==> config.mk <==
export PLATFORM = sky130hd
export DESIGN_NAME = dct_first_event_term
export DESIGN_NICKNAME = d
export VERILOG_FILES = /design/src/rtl/dct_pkg.sv /design/src/rtl/dct_period_ctr.sv /design/src/rtl/dct_duty_shadow.sv /design/src/rtl/dct_fall_det.sv /design/src/rtl/dct_first_event_term.sv
export SDC_FILE = /design/constraint.sdc
export NUM_CORES = 1
export LEC_CHECK = 0
export BUFFER_PORTS_ARGS = -buffer_cell sky130_fd_sc_hd__buf_2
export CAP_MARGIN = 30
export CELL_PAD_IN_SITES_DETAIL_PLACEMENT = 0
export CELL_PAD_IN_SITES_GLOBAL_PLACEMENT = 1
export CORE_MARGIN = 10
export CORE_UTILIZATION = 45
export CTS_BUF_LIST = sky130_fd_sc_hd__clkbuf_2
export DETAILED_ROUTE_END_ITERATION = 10
export PLACE_DENSITY = 0.78
export SYNTH_ARGS = -nofsm -noshare
export SYNTH_HDL_FRONTEND = slang
export SYNTH_SLANG_ARGS = --single-unit
==> constraint.sdc <==
create_clock -name clk -period 2.8 [get_ports clk]
set_input_delay 0.56 -clock clk [delete_from_list [all_inputs] [get_ports clk]]
set_output_delay 0.56 -clock clk [all_outputs]
set_load 0.02 [all_outputs]
==> src/rtl/dct_pkg.sv <==
package dct_pkg;

    typedef enum logic [1:0] {
        ST_IDLE  = 2'd0,
        ST_BLANK = 2'd1,
        ST_ON    = 2'd2,
        ST_OFF   = 2'd3
    } dct_state_e;

    typedef enum logic [1:0] {
        SRC_NONE  = 2'd0,
        SRC_CMP   = 2'd1,
        SRC_LIMIT = 2'd2
    } dct_src_e;

endpackage

==> src/rtl/dct_period_ctr.sv <==
module dct_period_ctr #(
    parameter int PERIOD_CYC = 500,
    parameter int CNT_W      = 9
) (
    input  logic             clk,
    input  logic             rst_n,
    output logic [CNT_W-1:0] cnt,
    output logic             wrap
);
    localparam logic [CNT_W-1:0] LAST = CNT_W'(PERIOD_CYC - 1);

    assign wrap = (cnt == LAST);

    always_ff @(posedge clk) begin
        if (!rst_n)    cnt <= '0;
        else if (wrap) cnt <= '0;
        else           cnt <= cnt + 1'b1;
    end

    AST_CNT_IN_RANGE: assert property (@(posedge clk) disable iff (!rst_n)
        cnt <= LAST);

    AST_CNT_WRAPS: assert property (@(posedge clk) disable iff (!rst_n)
        wrap |=> (cnt == '0));

endmodule

==> src/rtl/dct_duty_shadow.sv <==
module dct_duty_shadow #(
    parameter int DUTY_W   = 10,
    parameter int CNT_W    = 9,
    parameter int MAX_DUTY = 499
) (
    input  logic              clk,
    input  logic              rst_n,
    input  logic              load,
    input  logic [DUTY_W-1:0] duty_max,
    output logic [CNT_W-1:0]  duty_nxt,
    output logic [CNT_W-1:0]  duty_act
);
    localparam int XW = (DUTY_W > CNT_W) ? DUTY_W : CNT_W;
    localparam logic [XW-1:0] CAP = XW'(MAX_DUTY);

    logic [XW-1:0] req_x;

    assign req_x    = XW'(duty_max);
    assign duty_nxt = (req_x > CAP) ? CNT_W'(CAP) : CNT_W'(req_x);

    always_ff @(posedge clk) begin
        if (!rst_n)    duty_act <= '0;
        else if (load) duty_act <= duty_nxt;
    end

    AST_DUTY_HELD: assert property (@(posedge clk) disable iff (!rst_n)
        !load |=> $stable(duty_act));

    AST_DUTY_CAPPED: assert property (@(posedge clk) disable iff (!rst_n)
        load |=> (duty_act <= CNT_W'(MAX_DUTY)));

endmodule

==> src/rtl/dct_fall_det.sv <==
module dct_fall_det (
    input  logic clk,
    input  logic rst_n,
    input  logic cmp_in,
    output logic fall
);
    logic cmp_q;

    always_ff @(posedge clk) begin
        if (!rst_n) cmp_q <= 1'b0;
        else        cmp_q <= cmp_in;
    end

    assign fall = cmp_q & ~cmp_in;

endmodule

==> src/rtl/dct_first_event_term.sv <==
module dct_first_event_term
    import dct_pkg::*;
#(
    parameter int CLK_HZ    = 100_000_000,
    parameter int SW_HZ     = 200_000,
    parameter int BLANK_CYC = 20,
    parameter int DUTY_W    = 10
) (
    input  logic              clk,
    input  logic              rst_n,
    input  logic              en,
    input  logic              cmp_in,
    input  logic [DUTY_W-1:0] duty_max,
    output logic              gate,
    output logic [1:0]        term_src
);
    localparam int PERIOD_CYC = CLK_HZ / SW_HZ;
    localparam int CNT_W      = (PERIOD_CYC > 1) ? $clog2(PERIOD_CYC) : 1;
    localparam int MAX_DUTY   = PERIOD_CYC - 1;
    localparam logic [CNT_W:0] BLANK_END = (CNT_W + 1)'(BLANK_CYC);
    // Zero blanking skips the masked state entirely.
    localparam dct_state_e FIRST_ST = (BLANK_CYC == 0) ? ST_ON : ST_BLANK;

    logic [CNT_W-1:0] cnt;
    logic             wrap;
    logic [CNT_W-1:0] duty_nxt;
    logic [CNT_W-1:0] duty_act;
    logic             fall;
    logic [CNT_W:0]   cnt_nx;
    logic             lim_hit;
    logic             unblank;

    dct_state_e st_q, st_d;
    dct_src_e   src_q, src_d;

    dct_period_ctr #(
        .PERIOD_CYC (PERIOD_CYC),
        .CNT_W      (CNT_W)
    ) u_ctr (
        .clk   (clk),
        .rst_n (rst_n),
        .cnt   (cnt),
        .wrap  (wrap)
    );

    dct_duty_shadow #(
        .DUTY_W   (DUTY_W),
        .CNT_W    (CNT_W),
        .MAX_DUTY (MAX_DUTY)
    ) u_shadow (
        .clk      (clk),
        .rst_n    (rst_n),
        .load     (wrap),
        .duty_max (duty_max),
        .duty_nxt (duty_nxt),
        .duty_act (duty_act)
    );

    dct_fall_det u_fall (
        .clk    (clk),
        .rst_n  (rst_n),
        .cmp_in (cmp_in),
        .fall   (fall)
    );

    assign cnt_nx  = {1'b0, cnt} + 1'b1;
    assign lim_hit = (cnt_nx == {1'b0, duty_act});
    assign unblank = (cnt_nx == BLANK_END);

    // Next state and termination source.
    always_comb begin
        st_d  = st_q;
        src_d = src_q;
        if (!en) begin
            st_d = ST_IDLE;                          // T_HALT
        end else if (wrap) begin
            if (duty_nxt == '0) begin
                st_d  = ST_OFF;                      // T_SKIP
                src_d = SRC_LIMIT;
            end else begin
                st_d  = FIRST_ST;                    // T_START
            end
        end else begin
            unique case (st_q)
                ST_IDLE: st_d = ST_IDLE;
                ST_BLANK: begin
                    if (lim_hit) begin
                        st_d  = ST_OFF;              // T_LIMIT
                        src_d = SRC_LIMIT;
                    end else if (unblank) begin
                        st_d  = ST_ON;               // T_UNBLANK
                    end
                end
                ST_ON: begin
                    if (fall) begin
                        st_d  = ST_OFF;              // T_TRIP, wins a tie
                        src_d = SRC_CMP;
                    end else if (lim_hit) begin
                        st_d  = ST_OFF;              // T_LIMIT
                        src_d = SRC_LIMIT;
                    end
                end
                ST_OFF: st_d = ST_OFF;
                default: st_d = ST_IDLE;
            endcase
        end
    end

    // State register.
    always_ff @(posedge clk) begin
        if (!rst_n) begin
            st_q  <= ST_IDLE;
            src_q <= SRC_NONE;
        end else begin
            st_q  <= st_d;
            src_q <= src_d;
        end
    end

    // Outputs.
    always_comb begin
        gate     = (st_q == ST_BLANK) || (st_q == ST_ON);
        term_src = src_q;
    end

    AST_RISE_AT_START: assert property (@(posedge clk) disable iff (!rst_n)
        $rose(gate) |-> (cnt == '0));

    AST_GATE_IN_WINDOW: assert property (@(posedge clk) disable iff (!rst_n)
        gate |-> ({1'b0, cnt} < {1'b0, duty_act}));

    AST_SRC_ONLY_AT_END: assert property (@(posedge clk) disable iff (!rst_n)
        !$stable(src_q) |-> ($fell(gate) || (cnt == '0)));

    AST_BLANK_HONOURED: assert property (@(posedge clk) disable iff (!rst_n)
        ($fell(gate) && $past(en) && (src_q == SRC_CMP))
            |-> ({1'b0, $past(cnt)} >= BLANK_END));

    AST_OFF_WHEN_DISABLED: assert property (@(posedge clk) disable iff (!rst_n)
        !en |=> !gate);

    AST_RESET_QUIET: assert property (@(posedge clk)
        !rst_n |=> (!gate && (term_src == 2'd0)));

endmodule

; ---- Yosys cells after proc, flatten, opt, wreduce, memory -nomap -nowiden
; Index checks and enable logic that the tools add are counted.
[classes]
add_sub_neg = 2
n_eq_ne = 9
n_reduce_logical = 8
n_lt_le_gt_ge = 1
mux = 13
bitwise_logic = 3
[ops]
columns = cell, count
row1 = 2-to-1 mux 2 bit, 10
row2 = "adder 9 x 1 -> 10 bit, second input constant", 1
row3 = "equality test 10 x 5 -> 1 bit, second input constant", 1
row4 = equality test 10 x 9 -> 1 bit, 1
row5 = "> comparator 10 x 9 -> 1 bit, second input constant", 1
row6 = "adder 9 x 1 -> 9 bit, second input constant", 1
row7 = "equality test 9 bit, second input constant", 1
row8 = logical NOT 9 bit, 1
row9 = 2-to-1 mux 9 bit, 1
row10 = "!= test 4 x 3 -> 1 bit, second input constant", 2
row11 = case mux 2 bit (4 select lines), 1
row12 = "equality test 2 bit, second input constant", 2
row13 = case mux 2 bit (2 select lines), 1
row14 = AND reduction 2 bit, 2
row15 = AND reduction 3 bit, 1
row16 = nonzero test 3 bit, 1
row17 = "equality test 2 x 1 -> 1 bit, second input constant", 1
row18 = logical NOT 2 bit, 1
row19 = "!= test 2 bit, second input constant", 1
row20 = inverter 1 bit, 2
row21 = OR reduction 2 bit, 1
row22 = AND 1 bit, 1
row23 = logical OR 1 bit, 1
[totals]
word_cells = 41
out_inout_bits = 3
reg_bits = 23

; ---- Logic depth before layout (Yosys ltp)
; Gate-level depths: netlist of run 1.
[depth]
ltp_word = 6
depth_mapped = 8

; ---- Modules after synthesis
; From an unflattened synthesis of run 1, not the netlist that was laid out.
[hier_totals]
cells_unflattened = 169
hier_area_um2 = 1520.2
[modules_own_cells]
columns = mod, instances, area_per_inst_um2, cells_per_inst, seq_area_each_um2
row1 = dct_first_event_term, 1, 618.1, 77, 80.1
row2 = dct_duty_shadow, 1, 440.4, 44, 180.2
row3 = dct_period_ctr, 1, 425.4, 45, 180.2
row4 = dct_fall_det, 1, 36.3, 3, 20.0

; ---- Least setup slack after synthesis of run 1
; Ideal clock, no wire load.
[synth_timing]
path_type = reg2reg
from = register u_ctr.cnt[0]
to = register src_q[0] (netlist: term_src[0])
synth_period_minus_slack_ns = 1.987
stages_incl_launch_ff = 9
arrival_time_ns = 1.867
setup_slack_ns = 0.813
setup_ns = 0.119
required_time_ns = 2.681
cell_sequence = dfxtp_1 ha_1 nand2b_1 or4_4 a311o_1 nor3_2 o21ai_1 o21ai_1 a21boi_1
[synth_via]
elab_chain_cells = 6
elab_cells_between_ends = 10
cone_classes = add/sub: 1 / eq/ne: 3 / mux: 4 / reduce/logical: 2
[synth_rtl]
columns = item, line
row1 = from (decl), dct_period_ctr.sv:7  ; output logic [CNT_W-1:0] cnt,
row2 = from (signal assigned), dct_period_ctr.sv:17  ; else cnt <= cnt + 1'b1;
row3 = adder 9 x 1 -> 10 bit, dct_first_event_term.sv:66  ; assign cnt_nx = {1'b0, cnt} + 1'b1;
row4 = equality test 10 x 9 -> 1 bit, dct_first_event_term.sv:67  ; assign lim_hit = (cnt_nx == {1'b0, duty_act});
row5 = 2-to-1 mux 2 bit (2 in a row), n/a
row6 = case mux 2 bit (2 select lines), n/a
row7 = 2-to-1 mux 2 bit, dct_first_event_term.sv:76  ; end else if (wrap) begin
row8 = to (signal assigned), dct_first_event_term.sv:116  ; src_q <= src_d;
row9 = to (decl), dct_first_event_term.sv:34  ; dct_src_e src_q, src_d;
; Parallel ways exist; a longest one is shown, timed or not.
; A chain may end at the register's enable or synchronous reset.

; ---- Worst setup path in the final report of run 1
[layout_timing]
from = register u_ctr.cnt[4]
to = register src_q[0] (netlist: term_src[0])
; Same word-level chain as after synthesis.

==> results list, run 1 <==
- For the pin with the worst max-slew slack, the measured transition is 397 ps.
- Summed over all failing endpoints, the final setup total negative slack is 0 ps.
- Clock sink count: 23
* Number of warnings reported in the yosys synthesis log: 0
- Hold endpoint: u_fall.cmp_q$_SDFF_PN0_
- Relative to the synthesized area, the layout overhead comes to 6.99%.
- Setup violations remaining at the end of the flow were counted as 0.
- Headroom to the max-slew limit came out at 73.5%.
* Clock transition at the registers of the reported paths: 210 ps
- The run finished with clean final reports.
* Maximum VDD drop: 0.227 mV
- Number of flops mapped to enable cells by yosys: 0
* # fillers: 294
- Category of the worst setup path capture point: flip-flop
- Setup repair after global routing left no endpoint under its margin.
- Number of buffers between clock root and the deepest sink: 2
* Post-DP HPWL: 2.19 mm
- At the worst endpoint, the arrival time is 2610 ps.
* Worst hold path stage count: 2
- Prevailing post-synth register cell: dfxtp_1
* Worst setup timing slack at the placement stage: 449 ps
* Highest layer used for signal routing: met4
* Internal reg-to-reg setup slack: 440 ps
- Worst Hold Launch: cmp_in
- The routed layout has 1102 vias.
- Max-Cap Viols: 0
- Entering global routing, the biggest net connects 17 pins.
- In this run the critical register-to-register path is captured at term_src[0]$_SDFFE_PN0P_.
- At the later pin of the worst-skew pair, clock insertion delay measures 330 ps.
* Post-Route Skew: 4.69 ps
* First-pass GRT wire length: 4.83 mm
- The die covers 5670 µm².
- Detailed-routed wire length on met2: 1.19 mm
- dfxtp_1 is the most common cell in the netlist.
- Crit path cell chain: nand4_4, or4_4, a311o_1, nor3_2, o21ai_1, o21ai_1, a21boi_1
- Final Critical Period: 2360 ps
* Setup fix buffers added after clock tree synthesis: 0
* Routed WL per cell: 13.8 µm
- In this run the core area contains 20 standard-cell rows.
- The synthesized netlist occupies a cell area of 1380 µm².
- TritonCTS built the clock tree.
- In this run the number of H-tree levels came out at 1.
* Number of violations reported at the end of detailed-routing iteration 0: 97
* I/O pin count: 17
- For this run, the slowest stage of the critical path takes 600 ps.
- The routed design has 2.77 mm of wire.
- Layout cell share with drive strength beyond 1: 20.2%
- Post-synthesis net count: 174
* CTS Buf Count: 3
- Routability-driven placement finished with a final weighted congestion of 0.759.
* Residual overflow from global routing: 0
- Yosys top cell by area: dfxtp_1
- Async S/R FF share, synth: 0%
* Tcrit/Tclk final: 84.2%
* Initial Util: 45.9%
- Antenna violations before repair: 0
- Number of hold violations in the final report: 0
- Vias/cell: 5.48
- The most numerous cell type found on the critical path is o21ai_1.
- The first detailed-routing pass took 4 iterations.
* Total routing usage reported by global routing: 10.8%
- The number of global-route vias before repair was 1025.
* Critical-path top delay cell: or4_4
- Number of different library cells in the post-synthesis netlist: 47
* Cell count of the worst reg-to-reg path: 7
- The worst setup path is of the flip-flop to flip-flop kind.
- The share of the Yosys chip area taken by registers is 33.4%.
- In this run, post-CTS hold repair placed 0 buffers.
- Crit path buffers/inverters: 0
- Cells after synthesis: 155
* Cells resized by post-CTS repair: 0
* Achievable Freq: 0.424 GHz
- In the routed design, unresolved DRC markers number 0.
* Chip width: 75.3 µm
* Largest fanout of any net on the critical path: 12
- Leading post-synthesis cells by instance count: dfxtp_1 (23), nor2_1 (18), xnor2_1 (9)
- Core region area: 3000 µm²
- The repair_antennas step left the layout with diodes totalling 0.
- The tree is rooted in a clkbuf_2.
* Average cell area after synthesis: 8.89 µm²
- In this run the tool buffered the top-level ports with 16 buffer cells.
- Setup slack on the critical path of the routed design comes to 443 ps.
* Count of pins over their slew limit: 0
* WL met3: 147 µm
* Area share of the largest cell type after synthesis: 33.4%
- Power per Cell Area: 347 nW/µm²
- Largest delay contributor family on the critical path: simple AND/OR/NAND/NOR gates
- Die outline height: 75.3 µm
- Crit path launch type: flip-flop
* Largest cells by area after synthesis: dfxtp_1 (33%), xnor2_1 (5.7%), nor2_1 (4.9%), ha_1 (4.5%), nor2b_1 (3.2%)
- Net count of the finished layout: 188
- Flops & latches, synth: 23
- In this run the static leakage power is 0.633 nW.
- After detailed routing, the wire length on met1 is 1.41 mm.
- Tightest Hold Check Type: primary input to flip-flop
- Crit path required time: 3050 ps
* Launch instance of the worst register-to-register path: u_ctr.cnt[4]$_SDFF_PP0_
- Number of routed nets with antenna violations: 0
## metal layers
metal / up-vias / GRT usage (%)
met5: - / 0
met2: 25 / 15.8
li1: 583 / -
met4: 0 / 3.92
met1: 490 / 14.7
met3: 4 / 2.99
## worst max-delay path by stage
stage / from / to / depth (start not counted)
floorplan: u_ctr.cnt[0]$_SDFF_PP0_ / term_src[0]$_SDFFE_PN0P_ / 8
global placement: u_ctr.cnt[4]$_SDFF_PP0_ / term_src[0]$_SDFFE_PN0P_ / 7
detailed placement: u_ctr.cnt[4]$_SDFF_PP0_ / term_src[0]$_SDFFE_PN0P_ / 7
CTS: u_ctr.cnt[4]$_SDFF_PP0_ / term_src[0]$_SDFFE_PN0P_ / 7
global route: u_ctr.cnt[4]$_SDFF_PP0_ / term_src[0]$_SDFFE_PN0P_ / 7
finish: u_ctr.cnt[4]$_SDFF_PP0_ / term_src[0]$_SDFFE_PN0P_ / 7
## cells in the final DEF, fill, tap and decap left out, types with 3 or more instances in the layout
| master | Yosys | layout |
|---|---|---|
| dfxtp_1 | 23 | 23 |
| nor2_1 | 18 | 18 |
| buf_2 | 2 | 16 |
| xnor2_1 | 9 | 9 |
| nor2b_1 | 7 | 7 |
| nand2_1 | 7 | 7 |
| nor3_1 | 6 | 6 |
| nand3_1 | 5 | 5 |
| and3_1 | 5 | 5 |
| ha_1 | 5 | 5 |
| inv_1 | 4 | 4 |
| xor2_1 | 4 | 4 |
| nor3b_1 | 4 | 4 |
| and2_1 | 3 | 3 |
| nand4_1 | 3 | 3 |
| a21oi_1 | 3 | 3 |
| or2_2 | 3 | 3 |
| o211a_1 | 3 | 3 |
| clkbuf_2 | 1 | 3 |
## flip-flops by register name, summed over array words and instances, names as in the netlist
| signal | count |
|---|---|
| u_ctr.cnt | 9 |
| u_shadow.duty_act | 9 |
| term_src | 2 |
| u_fall.cmp_q | 1 |
| st_q | 2 |
## worst reg2reg max path, cell delays in order (launching register included)
cell	delay [ps]
dfxtp_1	590
nand4_4	170
or4_4	600
a311o_1	400
nor3_2	220
o21ai_1	100
o21ai_1	130
a21boi_1	70
## report_power, final
part	switching, mW	internal, mW	total (mW)
sequential	0.00298	0.333	0.336
combinational	0.0240	0.0202	0.0442
clock	0.0995	0.0324	0.132
## cells by family after synthesis
| kind of cell | count (synthesis) | share of synthesized area, % |
|---|---|---|
| buf+inv | 13 | 5.45 |
| simple gates | 71 | 30.0 |
| flops | 23 | 33.4 |
| mux | 2 | 1.45 |
| xor+xnor | 14 | 9.90 |
| fa+ha+maj | 5 | 4.54 |
| compound gates | 27 | 15.3 |
## per-stage QoR
stage | total power [mW] | cells | hold slack (ps) | utilization [%] | area (µm²)
after global routing | 0.543 | 201 | 418 | 49.1 | 1470
after floorplan | 0.366 | 155 | 437 | - | 1380
final | 0.512 | 201 | 437 | 49.1 | 1470
after detailed placement | 0.386 | 197 | 459 | 48.4 | 1450
after global placement | 0.385 | 197 | 451 | 48.4 | 1450
after CTS | 0.521 | 201 | 419 | 49.1 | 1470
## cell type report
type	count	area [µm²]	area share (%)
timing repair buffer	18	95.1	6.45
inverter	4	15.0	1.02
clock inverter	1	5.00	0.340
sequential	23	460	31.2
multi-input combinational	119	842	57.1
clock buffer	3	15.0	1.02
tap	33	41.3	2.80
No activity file was read; power rests on OpenSTA's default activity.
==> run 2: changes to the inputs <==
Clock period 2.8 ns to 2.3 ns, I/O delays scaled along.
==> run 2 against run 1 <==
Against the previous run:
- core utilization increased by 1.8 points
- sequential cell count unchanged
- highest routed layer unchanged
- non-clock buffer count increased by 5
- cell count increased by 2.5%
- sequential power increased by 22%
- count of clock-buffer cells in the layout increased by 1
==> results list, run 2 (synthesis results as in run 1) <==
* Final Critical Period: 2110 ps
- Post-Route Skew: 1.95 ps
- Clock-pin slew was measured on the worst setup and hold paths at 220 ps.
* Post-DP HPWL: 2.39 mm
- Crit path required time: 2550 ps
* Count of buffers inserted at the top-level ports: 16
* Number of cells in the finished layout apart from fillers: 206
* Die outline height: 75.3 µm
- Final instance area: 1530 µm²
* Routed WL per cell: 14.8 µm
- Counting tap cells, the placed design contains a total of 200 instances.
- In this run the clock root is driven by a clkbuf_2.
- The tightest min-delay check is of the primary input to flip-flop type.
* Core region area: 3000 µm²
* Slew at the pin closest to its max-slew limit: 339 ps
- Number of routed nets with antenna violations: 0
- Power per Cell Area: 417 nW/µm²
- For this design the static power due to leakage is 0.658 nW.
- Final worst hold slack: 330 ps
- Post-route setup TNS: 0 ps
* CTS tree: yes
* Data arrival, critical path: 2370 ps
* Crit Path Category: flip-flop to flip-flop
- Count of pins over their slew limit: 0
- Pin count of the biggest net entering global routing: 17
* Fin util: 50.9%
- The final layout contains routed wiring with a total length of 3.05 mm.
- Largest delay contributor family on the critical path: simple AND/OR/NAND/NOR gates
- Multi-input combinational cell area: 850 µm²
* Maximum VDD drop: 0.250 mV
* Clk Latency, worst-skew pair: 330 ps
- Regs by FF count: u_ctr.cnt (9), u_shadow.duty_act (9)
* Antenna violations before repair: 0
- Using the TritonRoute via totals, the vias-per-cell ratio works out to 5.54.
- Most frequent cell on the critical path: o21ai_1
- Outcome: finished clean
- Weighted congestion at the end of routability-driven global placement: 0.784
- The number of antenna diodes in the final layout is 0.
- For this run, the top clock speed supported by timing is 0.473 GHz.
* RSZ-0062 raised after global routing: false
* First-pass GRT wire length: 5.24 mm
* Via Count: 1142
- Number of buffers between clock root and the deepest sink: 2
- Number of hold violations in the final report: 0
- I/O pin count: 17
* # fillers: 298
- Initial Util: 45.9%
- For this run the aggregate overflow at the end of global routing stands at 0.
- Critical path's largest stage delay: 440 ps
* Crit path launch type: flip-flop
- Commonest cells after routing, fill and taps aside: nor2_1 (18), dfxtp_1 (18), buf_2 (16)
- The die is 75.3 µm wide.
- In the post-route analysis, the smallest setup slack over all paths is 186 ps.
- Crit path buffers/inverters: 0
- Clock tree synthesis found a total of 23 sinks.
* Layout cell share with drive strength beyond 1: 26.6%
- Number of remaining DRC errors: 0
- The worst pin sits at a relative slew slack of 77.4%.
- Tcrit/Tclk final: 91.9%
- Setup violations remaining at the end of the flow were counted as 0.
- For this run, the detailed router's first-pass iteration total came to 4.
- Along the worst path, the maximum fanout reaches 3.
- Across the run, the number of max-cap violations was 0.
- The net count of the finished layout is 193.
- In this run the number of H-tree levels came out at 1.
- Area grow syn2layout: 10.9%
* Number of violations reported at the end of detailed-routing iteration 0: 17
* CTS Buf Count: 3
* Overall power of the completed layout: 0.637 mW
* Area enclosed by the die boundary: 5670 µm²
- The slowest stage of the critical path belongs to the cell or4_4.
- The critical path goes through ha_2, nand2b_1, or4_4, a311o_1, nor3_2, o21ai_1, o21ai_1, a21boi_1.
* Worst setup timing slack at the placement stage: 95.9 ps
* Hold Buf Count CTS: 0
- Category of the worst setup path capture point: flip-flop
- In this run the cell area measured after placement is 1480 µm².
- Sequential cell area: 469 µm²
- The number of global-route vias before repair was 1201.
- The initialized floorplan defines 20 standard-cell rows.
* Total routing usage reported by global routing: 11.6%
==> run 2: area by class of cell <==
| class | count | share of cell area (%) |
|---|---|---|
| multi-input combinational | 119 | 55.6 |
| sequential | 23 | 30.7 |
| timing repair buffer | 23 | 8.68 |
| tap | 33 | 2.70 |
| clock buffer | 4 | 1.31 |
| inverter | 4 | 0.983 |
==> run 2: what timing repair did <==
action / in CTS / in global routing
endpoints found under the hold margin: 0 / 0
resized for setup: 0 / 8
setup endpoints to repair: 0 / 4
setup buffers: 0 / 2
==> run 2: report_power, final <==
group | total (mW) | switching, mW | internal [mW]
clock network | 0.170 | 0.124 | 0.0460
registers | 0.409 | 0.00381 | 0.405
logic | 0.0581 | 0.0314 | 0.0267
==> run 2: per-layer routing <==
| metal | global-route usage (%) | share of wire [%] | wire [µm] | vias to the layer above |
|---|---|---|---|---|
| met2 | 19.0 | 45 | 1370 | 20 |
| met3 | 2.08 | 2.5 | 76 | 2 |
| met1 | 15.1 | 52 | 1590 | 531 |
| met4 | 3.30 | 0.62 | 19 | 0 |
| met5 | 0 | 0 | 0 | - |
| li1 | - | - | - | 589 |
==> run 2: worst reg2reg max path, cell delays in order (launching register included) <==
cell and delay, ps:
dfxtp_4 410, ha_2 210, nand2b_1 110, or4_4 440
a311o_1 330, nor3_2 240, o21ai_1 110, o21ai_1 130
a21boi_1 70
==> run 2: final timing paths <==
path,from,end,slack (ps),cells after the start
setup / recovery,u_ctr.cnt[0]$_SDFF_PP0_,term_src[0]$_SDFFE_PN0P_,190,8
hold reg to reg,u_ctr.cnt[0]$_SDFF_PP0_,u_ctr.cnt[0]$_SDFF_PP0_,450,1
setup reg to reg,u_ctr.cnt[0]$_SDFF_PP0_,term_src[0]$_SDFFE_PN0P_,190,8
hold / removal,cmp_in,u_fall.cmp_q$_SDFF_PN0_,330,2
